**config.mk**
```make
export PLATFORM = sky130hd
export DESIGN_NAME = pwm_ch
export DESIGN_NICKNAME = d
export VERILOG_FILES = /design/src/rtl/pwm_ch_pkg.sv /design/src/rtl/pwm_ch_tick.sv /design/src/rtl/pwm_ch_regs.sv /design/src/rtl/pwm_ch_count.sv /design/src/rtl/pwm_ch.sv
export SDC_FILE = /design/constraint.sdc
export NUM_CORES = 1
export LEC_CHECK = 0
export BUFFER_PORTS_ARGS = -buffer_cell sky130_fd_sc_hd__buf_2
export CELL_PAD_IN_SITES_DETAIL_PLACEMENT = 1
export CELL_PAD_IN_SITES_GLOBAL_PLACEMENT = 1
export CORE_UTILIZATION = 46
export CTS_CLUSTER_DIAMETER = 30
export DETAILED_ROUTE_END_ITERATION = 10
export HOLD_SLACK_MARGIN = 0.15
export PLACE_DENSITY = 0.82
export REMOVE_ABC_BUFFERS = 1
export SLEW_MARGIN = 20
export SYNTH_ARGS = -nofsm -noshare
export SYNTH_HDL_FRONTEND = slang
export SYNTH_SLANG_ARGS = --single-unit
```
**constraint.sdc**
```tcl
create_clock -name clk -period 6.1 [get_ports clk]
set_input_delay 0.61 -clock clk [delete_from_list [all_inputs] [get_ports clk]]
set_output_delay 0.61 -clock clk [all_outputs]
set_load 0.02 [all_outputs]
```
**src/rtl/pwm_ch_pkg.sv**
```systemverilog
package pwm_ch_pkg;

  // Width of the tick-source field inside the mode word.
  localparam int SEL_W = 4;

  typedef enum logic [1:0] {
    REG_MODE = 2'd0,
    REG_DUTY = 2'd1,
    REG_PRD  = 2'd2,
    REG_CNT  = 2'd3
  } reg_sel_e;

  // Packed so that center lands on bit 4 and src on bits [3:0].
  typedef struct packed {
    logic             center;
    logic [SEL_W-1:0] src;
  } mode_t;

  typedef enum logic {
    DIR_UP = 1'b0,
    DIR_DN = 1'b1
  } dir_e;

endpackage

```
**src/rtl/pwm_ch_tick.sv**
```systemverilog
module pwm_ch_tick
  import pwm_ch_pkg::*;
#(
  parameter int PRE_W = 10
) (
  input  logic             clk,
  input  logic             rst,
  input  logic             en,
  input  logic [SEL_W-1:0] src,
  input  logic             ext_a,
  input  logic             ext_b,
  output logic             tick_o
);

  localparam int N_DIV  = PRE_W + 1;
  localparam int CODE_A = N_DIV;
  localparam int CODE_B = N_DIV + 1;

  logic [PRE_W-1:0] pre_q;
  logic [N_DIV-1:0] div_hit;
  logic             tick;

  // Free-running prescaler, restarted whenever the channel is idle.
  always_ff @(posedge clk) begin
    if (rst || !en) pre_q <= '0;
    else            pre_q <= pre_q + PRE_W'(1);
  end

  // One strobe per power of two: set when the low n bits are all ones.
  generate
    for (genvar g = 0; g < N_DIV; g++) begin : g_div
      if (g == 0) begin : g_full
        assign div_hit[g] = 1'b1;
      end else begin : g_part
        assign div_hit[g] = &pre_q[g-1:0];
      end
    end
  endgenerate

  always_comb begin
    tick = 1'b0;
    if (en) begin
      for (int i = 0; i < N_DIV; i++) begin
        if (src == SEL_W'(i)) tick = div_hit[i];
      end
      if (src == SEL_W'(CODE_A)) tick = ext_a;
      if (src == SEL_W'(CODE_B)) tick = ext_b;
    end
  end

  assign tick_o = tick;

  // a divide-by-two source never ticks on two cycles in a row.
  a_r3_half_rate: assert property (@(posedge clk) disable iff (rst)
    (en && src == SEL_W'(1) && tick_o) |=> (!tick_o || !$stable(src)));

endmodule

```
**src/rtl/pwm_ch_regs.sv**
```systemverilog
module pwm_ch_regs
  import pwm_ch_pkg::*;
#(
  parameter int CNT_W = 20
) (
  input  logic             clk,
  input  logic             rst,
  input  logic             en,
  input  logic             load,
  input  logic             wr_en,
  input  logic [1:0]       wr_sel,
  input  logic [CNT_W-1:0] wr_data,
  output mode_t            mode_act,
  output logic [CNT_W-1:0] prd_act,
  output logic [CNT_W-1:0] duty_nxt
);

  localparam int MODE_W = $bits(mode_t);

  mode_t            mode_sh, mode_q, mode_src, mode_nxt;
  logic [CNT_W-1:0] duty_sh, duty_q, duty_src;
  logic [CNT_W-1:0] prd_sh, prd_q, prd_src, prd_nxt;
  logic             hit_mode, hit_duty, hit_prd;

  assign hit_mode = wr_en && (wr_sel == REG_MODE);
  assign hit_duty = wr_en && (wr_sel == REG_DUTY);
  assign hit_prd  = wr_en && (wr_sel == REG_PRD);

  // An idle channel takes a same-cycle write straight through to its
  // working copy. A running channel loads only the stored shadow.
  assign mode_src = (!en && hit_mode) ? mode_t'(wr_data[MODE_W-1:0]) : mode_sh;
  assign duty_src = (!en && hit_duty) ? wr_data : duty_sh;
  assign prd_src  = (!en && hit_prd)  ? wr_data : prd_sh;

  assign mode_nxt = load ? mode_src : mode_q;
  assign duty_nxt = load ? duty_src : duty_q;
  assign prd_nxt  = load ? prd_src  : prd_q;

  always_ff @(posedge clk) begin
    if (rst) begin
      mode_sh <= '0;
      duty_sh <= '0;
      prd_sh  <= '0;
      mode_q  <= '0;
      duty_q  <= '0;
      prd_q   <= '0;
    end else begin
      if (hit_mode) mode_sh <= mode_t'(wr_data[MODE_W-1:0]);
      if (hit_duty) duty_sh <= wr_data;
      if (hit_prd)  prd_sh  <= wr_data;
      mode_q <= mode_nxt;
      duty_q <= duty_nxt;
      prd_q  <= prd_nxt;
    end
  end

  assign mode_act = mode_q;
  assign prd_act  = prd_q;

  // working copies hold between period boundaries.
  a_r9_hold_active: assert property (@(posedge clk) disable iff (rst)
    (en && !load) |=> ($stable(duty_q) && $stable(prd_q) && $stable(mode_q)));

  // the counter slot reaches no stored setting.
  a_r11_cnt_slot_inert: assert property (@(posedge clk) disable iff (rst)
    (wr_en && wr_sel == REG_CNT) |=>
      ($stable(duty_sh) && $stable(prd_sh) && $stable(mode_sh)));

endmodule

```
**src/rtl/pwm_ch_count.sv**
```systemverilog
module pwm_ch_count
  import pwm_ch_pkg::*;
#(
  parameter int CNT_W = 20
) (
  input  logic             clk,
  input  logic             rst,
  input  logic             en,
  input  logic             tick,
  input  logic             center,
  input  logic [CNT_W-1:0] prd,
  input  logic [CNT_W-1:0] duty_nxt,
  output logic             wrap_o,
  output logic [CNT_W-1:0] cnt_o,
  output logic             pwm_o,
  output logic             evt_o
);

  localparam logic [CNT_W-1:0] ONE = CNT_W'(1);

  logic [CNT_W-1:0] cnt_q, cnt_n;
  dir_e             dir_q, dir_n;
  logic             pwm_q, evt_q, wrap;

  always_comb begin
    cnt_n = cnt_q;
    dir_n = dir_q;
    wrap  = 1'b0;
    if (!en) begin
      cnt_n = '0;
      dir_n = DIR_UP;
    end else if (tick) begin
      if (prd == '0) begin
        wrap = 1'b1;
      end else if (!center) begin
        if (cnt_q >= prd - ONE) wrap = 1'b1;
        else                    cnt_n = cnt_q + ONE;
      end else if (dir_q == DIR_UP) begin
        if (cnt_q < prd)        cnt_n = cnt_q + ONE;
        else if (cnt_q == ONE)  wrap = 1'b1;
        else begin
          dir_n = DIR_DN;
          cnt_n = cnt_q - ONE;
        end
      end else begin
        if (cnt_q <= ONE) wrap = 1'b1;
        else              cnt_n = cnt_q - ONE;
      end
      if (wrap) begin
        cnt_n = '0;
        dir_n = DIR_UP;
      end
    end
  end

  always_ff @(posedge clk) begin
    if (rst) begin
      cnt_q <= '0;
      dir_q <= DIR_UP;
      pwm_q <= 1'b0;
      evt_q <= 1'b0;
    end else begin
      cnt_q <= cnt_n;
      dir_q <= dir_n;
      evt_q <= wrap;
      pwm_q <= en && (cnt_n < duty_nxt);
    end
  end

  assign wrap_o = wrap;
  assign cnt_o  = cnt_q;
  assign pwm_o  = pwm_q;
  assign evt_o  = evt_q;

  // the period event is shown together with a zero count.
  a_r7_evt_at_zero: assert property (@(posedge clk) disable iff (rst)
    evt_q |-> (cnt_q == '0));

  // an idle channel parks at zero, output low, no event.
  a_r2_idle_park: assert property (@(posedge clk) disable iff (rst)
    !en |=> (cnt_q == '0 && !pwm_q && !evt_q));

  // the edge-aligned count stays below the period.
  a_r4_left_range: assert property (@(posedge clk) disable iff (rst)
    (en && !center && prd != '0) |-> (cnt_q < prd));

  // the center-aligned count never passes the period.
  a_r5_center_range: assert property (@(posedge clk) disable iff (rst)
    center |-> (cnt_q <= prd));

  // without a tick the count is frozen.
  a_r3_no_tick_hold: assert property (@(posedge clk) disable iff (rst)
    (en && !tick) |=> $stable(cnt_q));

endmodule

```
**src/rtl/pwm_ch.sv**
```systemverilog
module pwm_ch
  import pwm_ch_pkg::*;
#(
  parameter int CNT_W = 20,
  parameter int PRE_W = 10
) (
  input  logic             clk,
  input  logic             rst,
  input  logic             chan_en,
  input  logic             tick_a,
  input  logic             tick_b,
  input  logic             wr_en,
  input  logic [1:0]       wr_sel,
  input  logic [CNT_W-1:0] wr_data,
  output logic             pwm_o,
  output logic [CNT_W-1:0] cnt_o,
  output logic             evt_o
);

  mode_t            mode_act;
  logic [CNT_W-1:0] prd_act, duty_nxt;
  logic             tick, wrap, load;

  // Working copies refresh while idle and at each period boundary.
  assign load = !chan_en || wrap;

  pwm_ch_regs #(.CNT_W(CNT_W)) regs_i (
    .clk      (clk),
    .rst      (rst),
    .en       (chan_en),
    .load     (load),
    .wr_en    (wr_en),
    .wr_sel   (wr_sel),
    .wr_data  (wr_data),
    .mode_act (mode_act),
    .prd_act  (prd_act),
    .duty_nxt (duty_nxt)
  );

  pwm_ch_tick #(.PRE_W(PRE_W)) tick_i (
    .clk    (clk),
    .rst    (rst),
    .en     (chan_en),
    .src    (mode_act.src),
    .ext_a  (tick_a),
    .ext_b  (tick_b),
    .tick_o (tick)
  );

  pwm_ch_count #(.CNT_W(CNT_W)) count_i (
    .clk      (clk),
    .rst      (rst),
    .en       (chan_en),
    .tick     (tick),
    .center   (mode_act.center),
    .prd      (prd_act),
    .duty_nxt (duty_nxt),
    .wrap_o   (wrap),
    .cnt_o    (cnt_o),
    .pwm_o    (pwm_o),
    .evt_o    (evt_o)
  );

  // nothing is driven on the first cycle after reset.
  a_r1_reset_quiet: assert property (@(posedge clk)
    $fell(rst) |-> (cnt_o == '0 && !pwm_o && !evt_o));

endmodule

```
==> results.txt <==
Outcome: complete, no violations
Clock skew: 0.0119 ns
Nets: 1,168
Slew margin rel.: 29.4%
Crit Path Class: reg2reg
Clock buffer depth: 2
WL final: 28,700 microns
Syn Std Cell Area: 0.00815 sq mm
Syn avg cell area: 7.89 sq um
#FFs+latches synth: 123
Number of flops mapped to enable cells by yosys: 0
Yosys cell types: 75
Hold Path Stages: 2
Final Cycle Share: 95.7%
CTS buffer count: 17
HP Class: reg2reg
Clk slew on worst S/H paths: 0.06 ns
H-tree levels: 4
Reg2Reg Setup Slack: 0.26 ns
Total core area: 0.0173 sq mm
Worst R2R End: count_i.pwm_o$_SDFF_PP0_
P_leak: 3.80 nW
Clock Sinks: 123
Crit path required time: 6.43 ns
Chip height: 135 microns
Slowest CP cell: or4_1
IO Count: 50
Worst skew pair latency: 0.42 ns
Critical path startpoint category: flip-flop
Fin. max-slew vios: 0
Fmax: 171 MHz
Worst reg2reg startpoint: regs_i.prd_act[8]$_SDFFE_PP0N_
Worst vdd ir: 0.000198 V
Unrepaired setup endpoints after global routing: false
Syn. warnings: 0
Async set-or-reset flop fraction in the synthesized netlist: 0%
Placer Congestion: 0.895
R2R depth: 24
Crit-path cells: or4_1, nand4b_1, buf_4, nor4_2, xnor2_1, ha_1, a21o_1, a21oi_1, o311ai_0, o21ai_1, nor2_1, o31ai_4, nand2_4, buf_4, mux2i_1, ha_1, a21o_1, a21oi_1, o21ai_0, nand3_1, a32oi_1, a2111oi_2, nand2_1, o21ai_0
Grt ovf: 0
Worst hold slack: 0.451 ns
Port Buf Inserts: 49
Worst-path maximum fanout: 10
Rows: 48
Initial core utilization: 47.1%
CTS tree: yes
Initial antenna violation count: 0
Hold Path End: regs_i.prd_sh[14]$_SDFFE_PP0P_
Via-to-Cell Ratio: 6.28
DRC violation total after the first TritonRoute iteration: 621
Prevailing post-synth register cell: dfxtp_1
Commonest non-fill, non-tap cell in the layout: nand2_1
Final Util: 54.0%
Number of inserted diodes: 0
Largest net degree at the start of global routing: 75
Hold Path Origin: regs_i.prd_sh[14]$_SDFFE_PP0P_
Placed Area: 0.00863 sq mm
Final HPWL DP: 20,000 microns
Drt pass-1 iters: 5
Max-Cap Viols: 0
Vias: 8,222
CTS root buf: clkbuf_16
Share of cells above drive strength 1: 13.9%
Commonest cells after routing, fill and taps aside: 152 x nand2_1, 123 x dfxtp_1, 108 x nor2_1
Min cycle time layout: 5.84 ns
Setup violators final: 0
Crit. End Element: flip-flop
Crit path DAT: 6.16 ns
Post-Syn Instances: 1,034
PD cells: 250 mW/mm^2
Seq/Total Area, Yosys: 30.2%
Routed length per placed instance: 21.9 microns
Final instance area: 0.00934 sq mm
Die W: 135 microns
Slowest stage delay, CP: 0.63 ns
Hold Vio Cnt, Final: 0
Gr usage total: 32.0%
Antenna Nets Post-Route: 0
Least-Margin Pin Slew: 1.06 ns
Fill cells: 2,131
First-pass GRT wire length: 44,800 microns
Syn-to-layout area delta: 14.5%
Die Area: 0.0183 sq mm
Vias in the first global route: 8,343
DRC: 0
## power by group
part           switching (W)  total (W)  internal, W
Sequential         0.0000300   0.000861     0.000831
Combinational       0.000237   0.000375     0.000138
Clock               0.000383    0.00110     0.000717
## flip-flops by register name, indices dropped and copies added, names as in the netlist
name and flops:
regs_i.duty_sh 20, count_i.evt_o 1, tick_i.pre_q 10, count_i.dir_q 1
regs_i.prd_sh 20, regs_i.mode_act 5, regs_i.duty_q 20, regs_i.mode_sh 5
regs_i.prd_act 20, count_i.cnt_o 20, count_i.pwm_o 1
## cell usage after synthesis (6+ instances only)
master | n | area, sq um
a31oi_1 | 9 | 56.3
o21ai_0 | 47 | 235
nor4_1 | 12 | 75.1
nor2_1 | 108 | 405
o32ai_1 | 6 | 52.6
and2_1 | 21 | 131
nor2b_1 | 10 | 62.6
clkbuf_1 | 45 | 169
o22ai_1 | 7 | 43.8
a211oi_1 | 14 | 105
a21o_1 | 7 | 52.6
nand2b_1 | 6 | 37.5
o221ai_1 | 6 | 52.6
ha_1 | 68 | 851
buf_2 | 9 | 45.0
a311oi_1 | 21 | 184
nand2_1 | 153 | 574
xor2_1 | 15 | 131
a21oi_1 | 73 | 365
mux2i_1 | 30 | 300
xnor2_1 | 27 | 236
dfxtp_1 | 123 | 2460
nand3_1 | 28 | 140
mux2_2 | 21 | 236
inv_1 | 40 | 150
nor3_1 | 20 | 100
nand4_1 | 12 | 75.1
## per-stage QoR
stage | TNS [ns] | setup WS (ns) | power (W) | std cells
final | 0 | 0.262 | 0.00234 | 1310
after detailed placement | 0 | 0.0284 | 0.00123 | 1274
after CTS | 0 | 0.0212 | 0.00233 | 1309
after floorplan | -0.373 | -0.373 | 0.00110 | 975
after global placement | 0 | 0.359 | 0.00121 | 1274
after global routing | 0 | 0.0220 | 0.00240 | 1310
## per-layer routing
layer  wire length [microns]  track usage (%)  vias up
met3                    1640             5.09       73
met2                   13800             54.7      288
met5                       0                0        -
met1                   12400             39.6     4072
met4                     834             14.2        0
li1                        -                -     3789
## kinds of logic (layout without fill, tap and decap cells)
| family | after synthesis | count (layout) | synth area share (%) |
|---|---|---|---|
| flip-flops | 123 | 123 | 30.2 |
| AND/OR/NAND/NOR | 403 | 403 | 23.0 |
| AO/OA/AOI/OAI | 247 | 247 | 20.2 |
| multiplexers | 51 | 51 | 6.58 |
| buffers and inverters | 100 | 151 | 5.02 |
| XOR/XNOR | 42 | 42 | 4.51 |
| adder cells (fa/ha/maj) | 68 | 68 | 10.4 |
## worst max-delay path by stage
stage | start | end | cells past startpoint | slack (ns)
2_1_floorplan | regs_i.prd_act[8]$_SDFFE_PP0N_ | count_i.pwm_o$_SDFF_PP0_ | 24 | -0.37
3_3_place_gp | regs_i.prd_act[9]$_SDFFE_PP0N_ | count_i.pwm_o$_SDFF_PP0_ | 24 | 0.36
3_5_place_dp | regs_i.prd_act[9]$_SDFFE_PP0N_ | count_i.pwm_o$_SDFF_PP0_ | 24 | 0.03
4_1_cts | regs_i.prd_act[8]$_SDFFE_PP0N_ | count_i.pwm_o$_SDFF_PP0_ | 24 | 0.02
5_1_grt | regs_i.prd_act[8]$_SDFFE_PP0N_ | count_i.pwm_o$_SDFF_PP0_ | 24 | 0.02
6_report | regs_i.prd_act[8]$_SDFFE_PP0N_ | count_i.pwm_o$_SDFF_PP0_ | 24 | 0.26
## critical path, delay by kind of cell (launching register included)
family | cells | cell delay (ns)
buffers and inverters | 2 | 0.41
AND/OR/NAND/NOR | 7 | 1.69
multiplexers | 1 | 0.20
adder cells (fa/ha/maj) | 2 | 0.58
AO/OA/AOI/OAI | 11 | 2.31
XOR/XNOR | 1 | 0.17
flip-flops | 1 | 0.35
## cell type report
type / instances / area (sq um) / area share [%]
multi-input cells: 811 / 5340 / 57.2
repair buffers: 78 / 465 / 4.99
clock inverters: 10 / 163 / 1.74
flip-flops and latches: 123 / 2460 / 26.4
inverters: 41 / 154 / 1.65
clock buffers: 22 / 474 / 5.08
well taps: 225 / 282 / 3.02
## what timing repair did
action	in CTS	in global routing
setup buffers	3	1
endpoints found under the setup margin	1	1
hold buffers	0	0
pin swaps	0	0
resized for setup	1	8
(Power assumes the default switching activity.)
